`config.mk`:
```
export PLATFORM = sky130hd
export DESIGN_NAME = hsbuf_join_seq
export DESIGN_NICKNAME = d
export VERILOG_FILES = /design/src/rtl/hsj_pkg.sv /design/src/rtl/hsj_sync.sv /design/src/rtl/hsj_supply_qual.sv /design/src/rtl/hsj_bus_watch.sv /design/src/rtl/hsbuf_join_seq.sv
export SDC_FILE = /design/constraint.sdc
export NUM_CORES = 1
export LEC_CHECK = 0
export ABC_CLOCK_PERIOD_IN_PS = 2310
export BUFFER_PORTS_ARGS = -buffer_cell sky130_fd_sc_hd__buf_4
export CORE_ASPECT_RATIO = 0.75
export CORE_MARGIN = 3
export CORE_UTILIZATION = 25
export DETAILED_ROUTE_END_ITERATION = 12
export PLACE_DENSITY_LB_ADDON = 0.25
export SKIP_CTS_REPAIR_TIMING = 1
export SLEW_MARGIN = 10
export SYNTH_ARGS = -nofsm -noshare
export SYNTH_HDL_FRONTEND = slang
export SYNTH_SLANG_ARGS = --single-unit
```
`constraint.sdc`:
```
create_clock -name clk -period 2.31 [get_ports clk]
set_input_delay 0.231 -clock clk [delete_from_list [all_inputs] [get_ports clk]]
set_output_delay 0.231 -clock clk [all_outputs]
set_load 0.005 [all_outputs]
```
`src/rtl/hsj_pkg.sv`:
```
package hsj_pkg;

  typedef enum logic [1:0] {
    ST_LOCKOUT = 2'd0,
    ST_PRECHG  = 2'd1,
    ST_ARMED   = 2'd2,
    ST_JOINED  = 2'd3
  } hsj_state_e;

  // Hysteretic qualifier: lower flag wins, upper flag sets, else hold.
  function automatic logic qual_update(input logic cur, input logic above, input logic below);
    if (below)      return 1'b0;
    else if (above) return 1'b1;
    else            return cur;
  endfunction

  // Stop condition: data rises while clock is high on both samples.
  function automatic logic is_stop(input logic sda_prev, input logic sda_now,
                                   input logic scl_prev, input logic scl_now);
    return !sda_prev && sda_now && scl_prev && scl_now;
  endfunction

  function automatic hsj_state_e hsj_next(input hsj_state_e cur, input logic sup_ok,
                                          input logic init_done, input logic join_req);
    hsj_state_e nx;
    nx = cur;
    if (!sup_ok) nx = ST_LOCKOUT;
    else begin
      case (cur)
        ST_LOCKOUT: nx = ST_PRECHG;
        ST_PRECHG:  nx = init_done ? ST_ARMED : ST_PRECHG;
        ST_ARMED:   nx = join_req ? ST_JOINED : ST_ARMED;
        default:    nx = ST_JOINED;
      endcase
    end
    return nx;
  endfunction

endpackage

```
`src/rtl/hsj_sync.sv`:
```
module hsj_sync #(
  parameter int WIDTH  = 1,
  parameter int STAGES = 2
) (
  input  logic             clk,
  input  logic             rst_n,
  input  logic [WIDTH-1:0] d,
  output logic [WIDTH-1:0] q
);
  logic [STAGES-1:0][WIDTH-1:0] pipe;

  always_ff @(posedge clk or negedge rst_n) begin
    if (!rst_n) pipe <= '0;
    else begin
      pipe[0] <= d;
      for (int i = 1; i < STAGES; i++) pipe[i] <= pipe[i-1];
    end
  end

  assign q = pipe[STAGES-1];
endmodule

```
`src/rtl/hsj_supply_qual.sv`:
```
module hsj_supply_qual
  import hsj_pkg::*;
(
  input  logic clk,
  input  logic rst_n,
  input  logic above,
  input  logic below,
  output logic valid
);
  always_ff @(posedge clk or negedge rst_n) begin
    if (!rst_n) valid <= 1'b0;
    else        valid <= qual_update(valid, above, below);
  end

  AST_QUAL_HOLD: assert property (@(posedge clk) disable iff (!rst_n)
    (!above && !below) |=> (valid == $past(valid)));
  AST_QUAL_DROP: assert property (@(posedge clk) disable iff (!rst_n)
    below |=> !valid);
endmodule

```
`src/rtl/hsj_bus_watch.sv`:
```
module hsj_bus_watch
  import hsj_pkg::*;
#(
  parameter int IDLE_CYCLES = 25000
) (
  input  logic       clk,
  input  logic       rst_n,
  input  logic       armed,
  input  logic [3:0] lines,    // [0] card SDA, [1] card SCL, [2] bp SDA, [3] bp SCL
  output logic       idle_hit,
  output logic       stop_hit
);
  localparam int CW = $clog2(IDLE_CYCLES + 1);
  localparam logic [CW-1:0] LAST = CW'(IDLE_CYCLES - 1);

  logic [CW-1:0] idle_cnt;
  logic          sda_prev, scl_prev;
  logic          all_high;

  assign all_high = &lines;

  always_ff @(posedge clk or negedge rst_n) begin
    if (!rst_n) idle_cnt <= '0;
    else if (!armed || !all_high) idle_cnt <= '0;
    else if (idle_cnt != LAST) idle_cnt <= idle_cnt + 1'b1;
  end

  always_ff @(posedge clk or negedge rst_n) begin
    if (!rst_n) begin
      sda_prev <= 1'b0;
      scl_prev <= 1'b0;
    end else begin
      sda_prev <= lines[0];
      scl_prev <= lines[1];
    end
  end

  assign idle_hit = armed && all_high && (idle_cnt == LAST);
  assign stop_hit = armed && all_high && is_stop(sda_prev, lines[0], scl_prev, lines[1]);

  AST_IDLE_RESTART: assert property (@(posedge clk) disable iff (!rst_n)
    (armed && !all_high) |=> (idle_cnt == '0));
  AST_STOP_ALL_HIGH: assert property (@(posedge clk) disable iff (!rst_n)
    stop_hit |-> ($past(lines[1]) && !$past(lines[0])));
endmodule

```
`src/rtl/hsbuf_join_seq.sv`:
```
module hsbuf_join_seq
  import hsj_pkg::*;
#(
  parameter int IDLE_CYCLES = 25000,
  parameter int INIT_CYCLES = 64,
  parameter int SYNC_STAGES = 2
) (
  input  logic clk,
  input  logic rst_n,
  input  logic sup_card_above,
  input  logic sup_card_below,
  input  logic sup_bp_above,
  input  logic sup_bp_below,
  input  logic card_sda,
  input  logic card_scl,
  input  logic bp_sda,
  input  logic bp_scl,
  input  logic accel_on_n,
  output logic precharge_en,
  output logic join_en,
  output logic accel_en,
  output logic ready
);
  localparam int NSIDES = 2;
  localparam int NIN    = 2 * NSIDES + 4 + 1;
  localparam int ICW    = $clog2(INIT_CYCLES + 1);
  localparam logic [ICW-1:0] INIT_LAST = ICW'(INIT_CYCLES - 1);

  logic [NIN-1:0]    raw_in, syn_in;
  logic [NSIDES-1:0] sup_above, sup_below, sup_valid;
  logic [3:0]        lines_s;
  logic              accel_pin_s;
  logic              supplies_ok, init_done, join_req, idle_hit, stop_hit, armed;
  logic [ICW-1:0]    init_cnt;
  hsj_state_e        state;

  assign raw_in = {accel_on_n, bp_scl, bp_sda, card_scl, card_sda,
                   sup_bp_below, sup_bp_above, sup_card_below, sup_card_above};

  hsj_sync #(.WIDTH(NIN), .STAGES(SYNC_STAGES)) u_sync (
    .clk(clk), .rst_n(rst_n), .d(raw_in), .q(syn_in)
  );

  assign lines_s     = syn_in[7:4];
  assign accel_pin_s = syn_in[8];

  for (genvar s = 0; s < NSIDES; s++) begin : g_side
    assign sup_above[s] = syn_in[2*s];
    assign sup_below[s] = syn_in[2*s+1];
    hsj_supply_qual u_qual (
      .clk(clk), .rst_n(rst_n),
      .above(sup_above[s]), .below(sup_below[s]), .valid(sup_valid[s])
    );
  end

  assign supplies_ok = &sup_valid;
  assign armed       = (state == ST_ARMED);

  hsj_bus_watch #(.IDLE_CYCLES(IDLE_CYCLES)) u_watch (
    .clk(clk), .rst_n(rst_n), .armed(armed), .lines(lines_s),
    .idle_hit(idle_hit), .stop_hit(stop_hit)
  );

  assign join_req = idle_hit || stop_hit;

  always_ff @(posedge clk or negedge rst_n) begin
    if (!rst_n) init_cnt <= '0;
    else if (state != ST_PRECHG) init_cnt <= '0;
    else if (init_cnt != INIT_LAST) init_cnt <= init_cnt + 1'b1;
  end

  assign init_done = (state == ST_PRECHG) && (init_cnt == INIT_LAST);

  always_ff @(posedge clk or negedge rst_n) begin
    if (!rst_n) state <= ST_LOCKOUT;
    else        state <= hsj_next(state, supplies_ok, init_done, join_req);
  end

  assign precharge_en = (state == ST_PRECHG) || (state == ST_ARMED);
  assign join_en      = (state == ST_JOINED);
  assign ready        = (state == ST_JOINED);
  assign accel_en     = (state == ST_JOINED) && accel_pin_s;

  AST_LOCKOUT_QUIET: assert property (@(posedge clk) disable iff (!rst_n)
    !supplies_ok |=> (!join_en && !precharge_en && !accel_en && !ready));
  AST_ARM_AFTER_INIT: assert property (@(posedge clk) disable iff (!rst_n)
    $rose(armed) |-> $past(state == ST_PRECHG));
  AST_JOIN_CAUSE: assert property (@(posedge clk) disable iff (!rst_n)
    $rose(join_en) |-> $past(join_req && supplies_ok));
  AST_NO_PRECHG_JOINED: assert property (@(posedge clk) disable iff (!rst_n)
    !(precharge_en && join_en));
  AST_ACCEL_GATED: assert property (@(posedge clk) disable iff (!rst_n)
    accel_en |-> (join_en && accel_pin_s));
  AST_JOIN_HOLD: assert property (@(posedge clk) disable iff (!rst_n)
    (join_en && supplies_ok) |=> join_en);
endmodule

```
==> impl_metrics.py, run 1 <==
metrics = {
    "timing": {
        "skew_ps": 10.6,
        "slew_viol_final": 0,
        "finalHoldViolCount": 0,
        "max_freq_ghz": 0.573,
        "rsz0062_at_grt": "no",
        "setup_viol": 0,
        "finalCritPeriodShare": 0.755,
        "finalSetupTns_ps": 0,
        "relSlewSlack": 0.613,
        "min_period_ps": 1740,
        "tightest_slew_ps": 581,
    },
    "worst_setup_path": {
        "crit_required_ps": 2480,
        "crit_type": "flip-flop to flip-flop",
        "path_buf_inv": 0,
        "cp-start-kind": "flip-flop",
        "cp_slowest_stage_delay_ps": 400,
        "cp_data_arrival_time_ps": 1920,
        "critPathSlowestCell": "dfrtp_1",
        "cp_max_fo": 6,
        "endpoint_kind": "flip-flop",
        "crit_path_cell_trace": "ha_1 > and3_1 > nand4b_1 > a211oi_1 > o22ai_1",
        "crit_family": "simple AND/OR/NAND/NOR gates",
    },
    "die": {
        "die_w_um": 105,
        "core_um2": 6990,
        "chipHeight_um": 80.5,
        "start_util": 0.265,
        "die_area_um2": 8490,
        "pin_count": 15,
        "row_count": 26,
    },
    "cells_and_area": {
        "n_antenna_cell": 0,
        "nNetsFinal": 192,
        "seqCellArea_um2": 1150,
        "n_fill_cell": 711,
        "multiInputGateArea_um2": 644,
        "drive_gt1_frac": 0.148,
        "syn2layout_area_growth_pct": 16.2,
    },
    "clocking": {
        "clk_pin_slew_ps": 90,
        "cts_tree": "done",
        "cts_buffer_depth": 2,
        "h-tree-depth": 2,
        "ctsRootBufferMaster": "clkbuf_8",
        "cts.sinks": 46,
        "cts_buffers": 5,
        "clock_latency_ps": 300,
    },
    "routing": {
        "drtAntennaViolNets": 0,
        "vias_per_cell": 4.20,
        "wl_per_cell_um": 11.0,
        "drt_iter0_drc": 43,
        "drc_errors": 0,
        "dr_total_vias": 1151,
        "wl_um": 3020,
        "dr.pass1.iters": 6,
    },
    "yosys": {
        "post-synth-top-count-cell": "dfrtp_1",
        "netlist_area_um2": 1850,
        "ys_types": 35,
        "netlist.area_leader.share": 0.622,
        "mappedNetlistNets": 174,
        "yosysSeqAreaShare": 0.622,
        "synthTopCellsByCount": "46 x dfrtp_1, 16 x nor2_1, 10 x nand2_1, 10 x nand3_1, 7 x xor2_1",
        "synthArstFlopShare": 1.00,
        "syn_inst": 157,
        "yosys_warnings": 0,
        "synth_edf_count": 0,
        "syn_area_per_cell_um2": 11.8,
        "synthFlopType": "dfrtp_1",
        "yosys-top-cells-area": "dfrtp_1 62%, ha_1 4.1%, xor2_1 3.3%, nor2_1 3.2%, nand3_1 2.7%",
        "yosysTopAreaCell": "dfrtp_1",
        "synth_seq_cells": 46,
    },
    "global_routing": {
        "grt_util_all_layers": 0.0785,
        "grt_pass1_wl_um": 5220,
        "antenna_found_initial": 0,
        "grt_max_degree": 47,
        "overflow": 0,
        "grt_pass1_vias": 1073,
    },
    "placed_design": {
        "dpl.hpwl_um": 2010,
        "place_congestion": 0.720,
        "port_buffers": 14,
    },
    "run_status": {
        "status": "completed",
    },
    "power": {
        "p_per_area_nw_per_um2": 635,
        "fin_total_pwr_mw": 1.37,
        "vdd.ir_drop.worst_mv": 0.211,
        "leakage_nw": 0.906,
    },
    "hold_path": {
        "hp-class": "primary input to flip-flop",
    },
    "flow_run": {
        "drv_cap": 0,
    },
}
## placed cells by master, fill, tap and decap left out, types with 2 or more instances in the layout
master,synthesis,routed
a211oi_1,2,2
a21boi_0,2,2
a21oi_1,5,5
a31oi_1,3,3
and2_1,2,2
and3_1,5,5
and4_1,2,2
buf_4,1,15
clkbuf_8,0,5
clkinvlp_4,0,2
dfrtp_1,46,46
ha_1,6,6
inv_1,5,5
nand2_1,10,10
nand3_1,10,10
nand4_1,3,3
nor2_1,16,16
nor3_1,2,2
o21ai_0,5,5
or3_1,4,4
xnor2_1,4,4
xor2_1,7,7
## cell families (layout without fill, tap and decap cells)
kind of cell | Yosys count | count (layout) | share of synthesized area
buffers and inverters | 10 | 29 | 0.0304
adder cells (fa/ha/maj) | 6 | 6 | 0.0405
AO/OA/AOI/OAI | 22 | 22 | 0.0743
flip-flops | 46 | 46 | 0.622
multiplexers | 1 | 1 | 0.00541
XOR/XNOR | 11 | 11 | 0.0520
AND/OR/NAND/NOR | 61 | 61 | 0.176
## power breakdown
group / internal [mW] / total (mW) / switching [mW] / leakage (nW)
Clock: 0.216 / 0.492 / 0.275 / 0.0408
Combinational: 0.0182 / 0.0421 / 0.0239 / 0.273
Sequential: 0.826 / 0.834 / 0.00765 / 0.593
Total: 1.06 / 1.37 / 0.307 / 0.906
## area by class of cell
type	instances	share of cell area
Clock buffer	5	0.0320
Clock inverter	3	0.0110
Inverter	5	0.00872
Multi-Input combinational cell	101	0.299
Sequential cell	46	0.535
Tap cell	98	0.0570
Timing Repair Buffer	16	0.0570
## state kept, by name (all words and copies together), names as in the netlist
name,flops
state,2
u_watch.sda_prev,1
u_sync.pipe,9
u_sync.q,9
init_cnt,7
g_side.u_qual.valid,2
u_watch.scl_prev,1
u_watch.idle_cnt,15
## per-layer routing
layer | vias to the layer above | global-route usage | part of all wire
met5 | - | 0 | 0
met4 | 0 | 0.0393 | 0.021
met3 | 8 | 0.0273 | 0.050
met2 | 27 | 0.101 | 0.39
met1 | 537 | 0.114 | 0.54
li1 | 579 | - | -
## through the flow
step | hold slack [ps] | util | setup slack, ps | instance area, µm² | instances
after CTS | -55.9 | 0.306 | 600 | 2140 | 273
after global routing | 9.55 | 0.308 | 440 | 2150 | 274
after detailed placement | 280 | 0.293 | 634 | 2050 | 265
final | 32.0 | 0.308 | 566 | 2150 | 274
after global placement | 277 | 0.293 | 717 | 2050 | 265
after floorplan | -64.6 | - | 624 | 1850 | 157
## worst reg2reg max path: stages, from the launching register on
cell and delay (ps):
dfrtp_1 400, ha_1 210, and3_1 240, nand4b_1 280, a211oi_1 360, o22ai_1 130
## worst paths after layout
| check | start | to | slack [ps] | cells past startpoint |
|---|---|---|---|---|
| worst max register to register | init_cnt[0] | state[0] | 570 | 5 |
| worst min-delay path | accel_on_n | u_sync.pipe[8] | 30 | 1 |
| max in group asynchronous | rst_n | u_watch.scl_prev | 1450 | 2 |
| worst min register to register | u_sync.pipe[7] | u_sync.q[7] | 350 | 0 |
| worst max-delay path | init_cnt[0] | state[0] | 570 | 5 |
| min in group asynchronous | rst_n | u_sync.pipe[8] | 470 | 2 |
Power figures use the tool's default switching activity.
==> inputs of run 2 (changes only) <==
--- a/config.mk
+++ b/config.mk
@@ -5,7 +5,7 @@
 export SDC_FILE = /design/constraint.sdc
 export NUM_CORES = 1
 export LEC_CHECK = 0
-export ABC_CLOCK_PERIOD_IN_PS = 2310
+export ABC_CLOCK_PERIOD_IN_PS = 1600
 export BUFFER_PORTS_ARGS = -buffer_cell sky130_fd_sc_hd__buf_4
 export CORE_ASPECT_RATIO = 0.75
 export CORE_MARGIN = 3
==> constraint.sdc (replaced) <==
create_clock -name clk -period 1.6 [get_ports clk]
set_input_delay 0.16 -clock clk [delete_from_list [all_inputs] [get_ports clk]]
set_output_delay 0.16 -clock clk [all_outputs]
set_load 0.005 [all_outputs]
==> run 2 against run 1 <==
Against the previous run: first-iteration DRC count up 30%; final area up 8.5%; sequential power up 44%; worst hold slack better by 320 ps; highest routed layer unchanged; clock skew down 7.6 ps; die area unchanged; setup slack worse by 490 ps; sequential cell count unchanged; combinational power up 93%; non-clock buffer count up 15; largest power group unchanged; routed wire length up 1.1%; clock power up 70%.
==> impl_metrics.py, run 2 (synthesis results as in run 1) <==
metrics = {
    "run_status": {
        "status": "completed",
    },
    "power": {
        "swShare": 0.198,
        "fin_total_pwr_mw": 2.12,
        "vdd.ir_drop.worst_mv": 0.386,
        "seqPwrFrac": 0.567,
        "p_int_mw": 1.70,
        "leakage_nw": 0.985,
        "clockPowerShare": 0.395,
        "p_per_area_nw_per_um2": 909,
        "comb_power_share": 0.038,
        "p_sw_mw": 0.420,
    },
    "timing": {
        "tightest_slew_ps": 564,
        "slew_viol_final": 0,
        "skew_ps": 3.05,
        "finalCritPeriodShare": 0.955,
        "relSlewSlack": 0.624,
        "max_freq_ghz": 0.654,
        "finalSetupTns_ps": 0,
        "setup_viol": 0,
        "min_period_ps": 1530,
        "rsz0062_at_grt": "no",
        "timing.hold.ws_ps": 352,
        "finalHoldViolCount": 0,
    },
    "routing": {
        "vias_per_cell": 4.06,
        "dr.pass1.iters": 4,
        "wl_per_cell_um": 10.6,
        "drc_errors": 0,
        "wl_um": 3050,
        "drtAntennaViolNets": 0,
        "dr_total_vias": 1174,
        "drt_iter0_drc": 56,
    },
    "clocking": {
        "clock_latency_ps": 290,
        "h-tree-depth": 2,
        "cts_tree": "done",
        "cts_buffers": 5,
        "clk_pin_slew_ps": 80,
        "ctsRootBufferMaster": "clkbuf_8",
        "cts_buffer_depth": 2,
        "cts.sinks": 46,
    },
    "placed_design": {
        "dpl.hpwl_um": 2050,
        "place_inst": 268,
        "place_congestion": 0.753,
        "port_buffers": 14,
    },
    "global_routing": {
        "grt_max_degree": 47,
        "overflow": 0,
        "antenna_found_initial": 0,
        "grt_pass1_vias": 1052,
        "grt_pass1_wl_um": 5130,
        "grt_util_all_layers": 0.0781,
    },
    "die": {
        "core_um2": 6990,
        "pin_count": 15,
        "start_util": 0.265,
        "chipHeight_um": 80.5,
        "die_area_um2": 8490,
        "row_count": 26,
        "die_w_um": 105,
    },
    "cells_and_area": {
        "instances_no_fill": 289,
        "n_antenna_cell": 0,
        "final_cell_mix": "46 x dfrtp_1, 21 x buf_4, 16 x nor2_1",
        "final_util": 0.334,
        "n_fill_cell": 710,
        "multiInputGateArea_um2": 674,
        "nNetsFinal": 207,
        "largest_reg_flops": 15,
        "drive_gt1_frac": 0.188,
        "seqCellArea_um2": 1150,
        "syn2layout_area_growth_pct": 26.1,
        "layout_commonest_cell": "dfrtp_1",
        "top_register": "u_watch.idle_cnt",
    },
    "worst_setup_path": {
        "reg2reg_to": "u_watch.idle_cnt[3]",
        "cp-start-kind": "flip-flop",
        "path_buf_inv": 0,
        "cp_data_arrival_time_ps": 1750,
        "crit_required_ps": 1820,
        "crit_family": "simple AND/OR/NAND/NOR gates",
        "r2r_cells": 5,
        "r2r-start": "u_watch.idle_cnt[0]",
        "cp_slowest_stage_delay_ps": 420,
        "crit_path_cell_trace": "ha_4 > and3_4 > and4_1 > or3_1 > a21oi_2",
        "ff2ff_setup_slack_ps": 70,
        "crit_type": "flip-flop to flip-flop",
        "endpoint_kind": "flip-flop",
        "critPathSlowestCell": "dfrtp_1",
        "cp_max_fo": 5,
    },
    "flow_run": {
        "drv_cap": 0,
    },
    "hold_path": {
        "hp-class": "flip-flop to flip-flop",
        "hold_depth": 0,
        "min_to": "u_sync.q[7]",
        "hp-start": "u_sync.pipe[7]",
    },
}
## run 2: power by group through the flow
| stage | sequential (mW) | clock [mW] | combinational, mW |
|---|---|---|---|
| finish | 1.20 | 0.837 | 0.0812 |
| global route | 1.21 | 0.939 | 0.0928 |
| CTS | 1.20 | 0.877 | 0.0619 |
| detailed placement | 1.23 | 0 | 0.0617 |
| global placement | 1.23 | 0 | 0.0614 |
| floorplan | 1.22 | 0 | 0.0149 |
## run 2: worst register-to-register path: stages, from the launching register on
cell	delay [ps]
dfrtp_1	420
ha_4	180
and3_4	170
and4_1	210
or3_1	380
a21oi_2	110
## run 2: area by class of cell
class / instances / share of cell area
inverters: 5 / 0.00804
multi-input cells: 101 / 0.289
flip-flops and latches: 46 / 0.493
clock inverters: 2 / 0.0161
clock buffers: 6 / 0.0311
well taps: 98 / 0.0525
repair buffers: 31 / 0.110
## run 2: through the flow
step	worst slack [ps]	instance area, µm²
finish	71.6	2330
global route	4.35	2330
CTS	24.0	2180
detailed placement	59.4	2070
global placement	70.8	2070
floorplan	-43.1	1850
## run 2: worst max path at each step
stage | startpoint | end | slack (ps) | cells past startpoint
final | u_watch.idle_cnt[0] | u_watch.idle_cnt[3] | 70 | 5
after global routing | u_watch.idle_cnt[0] | u_watch.idle_cnt[14] | 4 | 6
after CTS | init_cnt[0] | state[0] | 20 | 5
after detailed placement | u_watch.idle_cnt[1] | u_watch.idle_cnt[3] | 60 | 5
after global placement | init_cnt[0] | state[0] | 70 | 5
after floorplan | u_watch.idle_cnt[0] | u_watch.idle_cnt[3] | -40 | 7
## run 2: layer usage
layer | up-vias | routed length [µm] | track usage
met3 | 3 | 133 | 0.0265
met5 | - | 0 | 0
met2 | 21 | 1140 | 0.0986
met1 | 541 | 1760 | 0.118
li1 | 609 | - | -
met4 | 0 | 16 | 0.0315
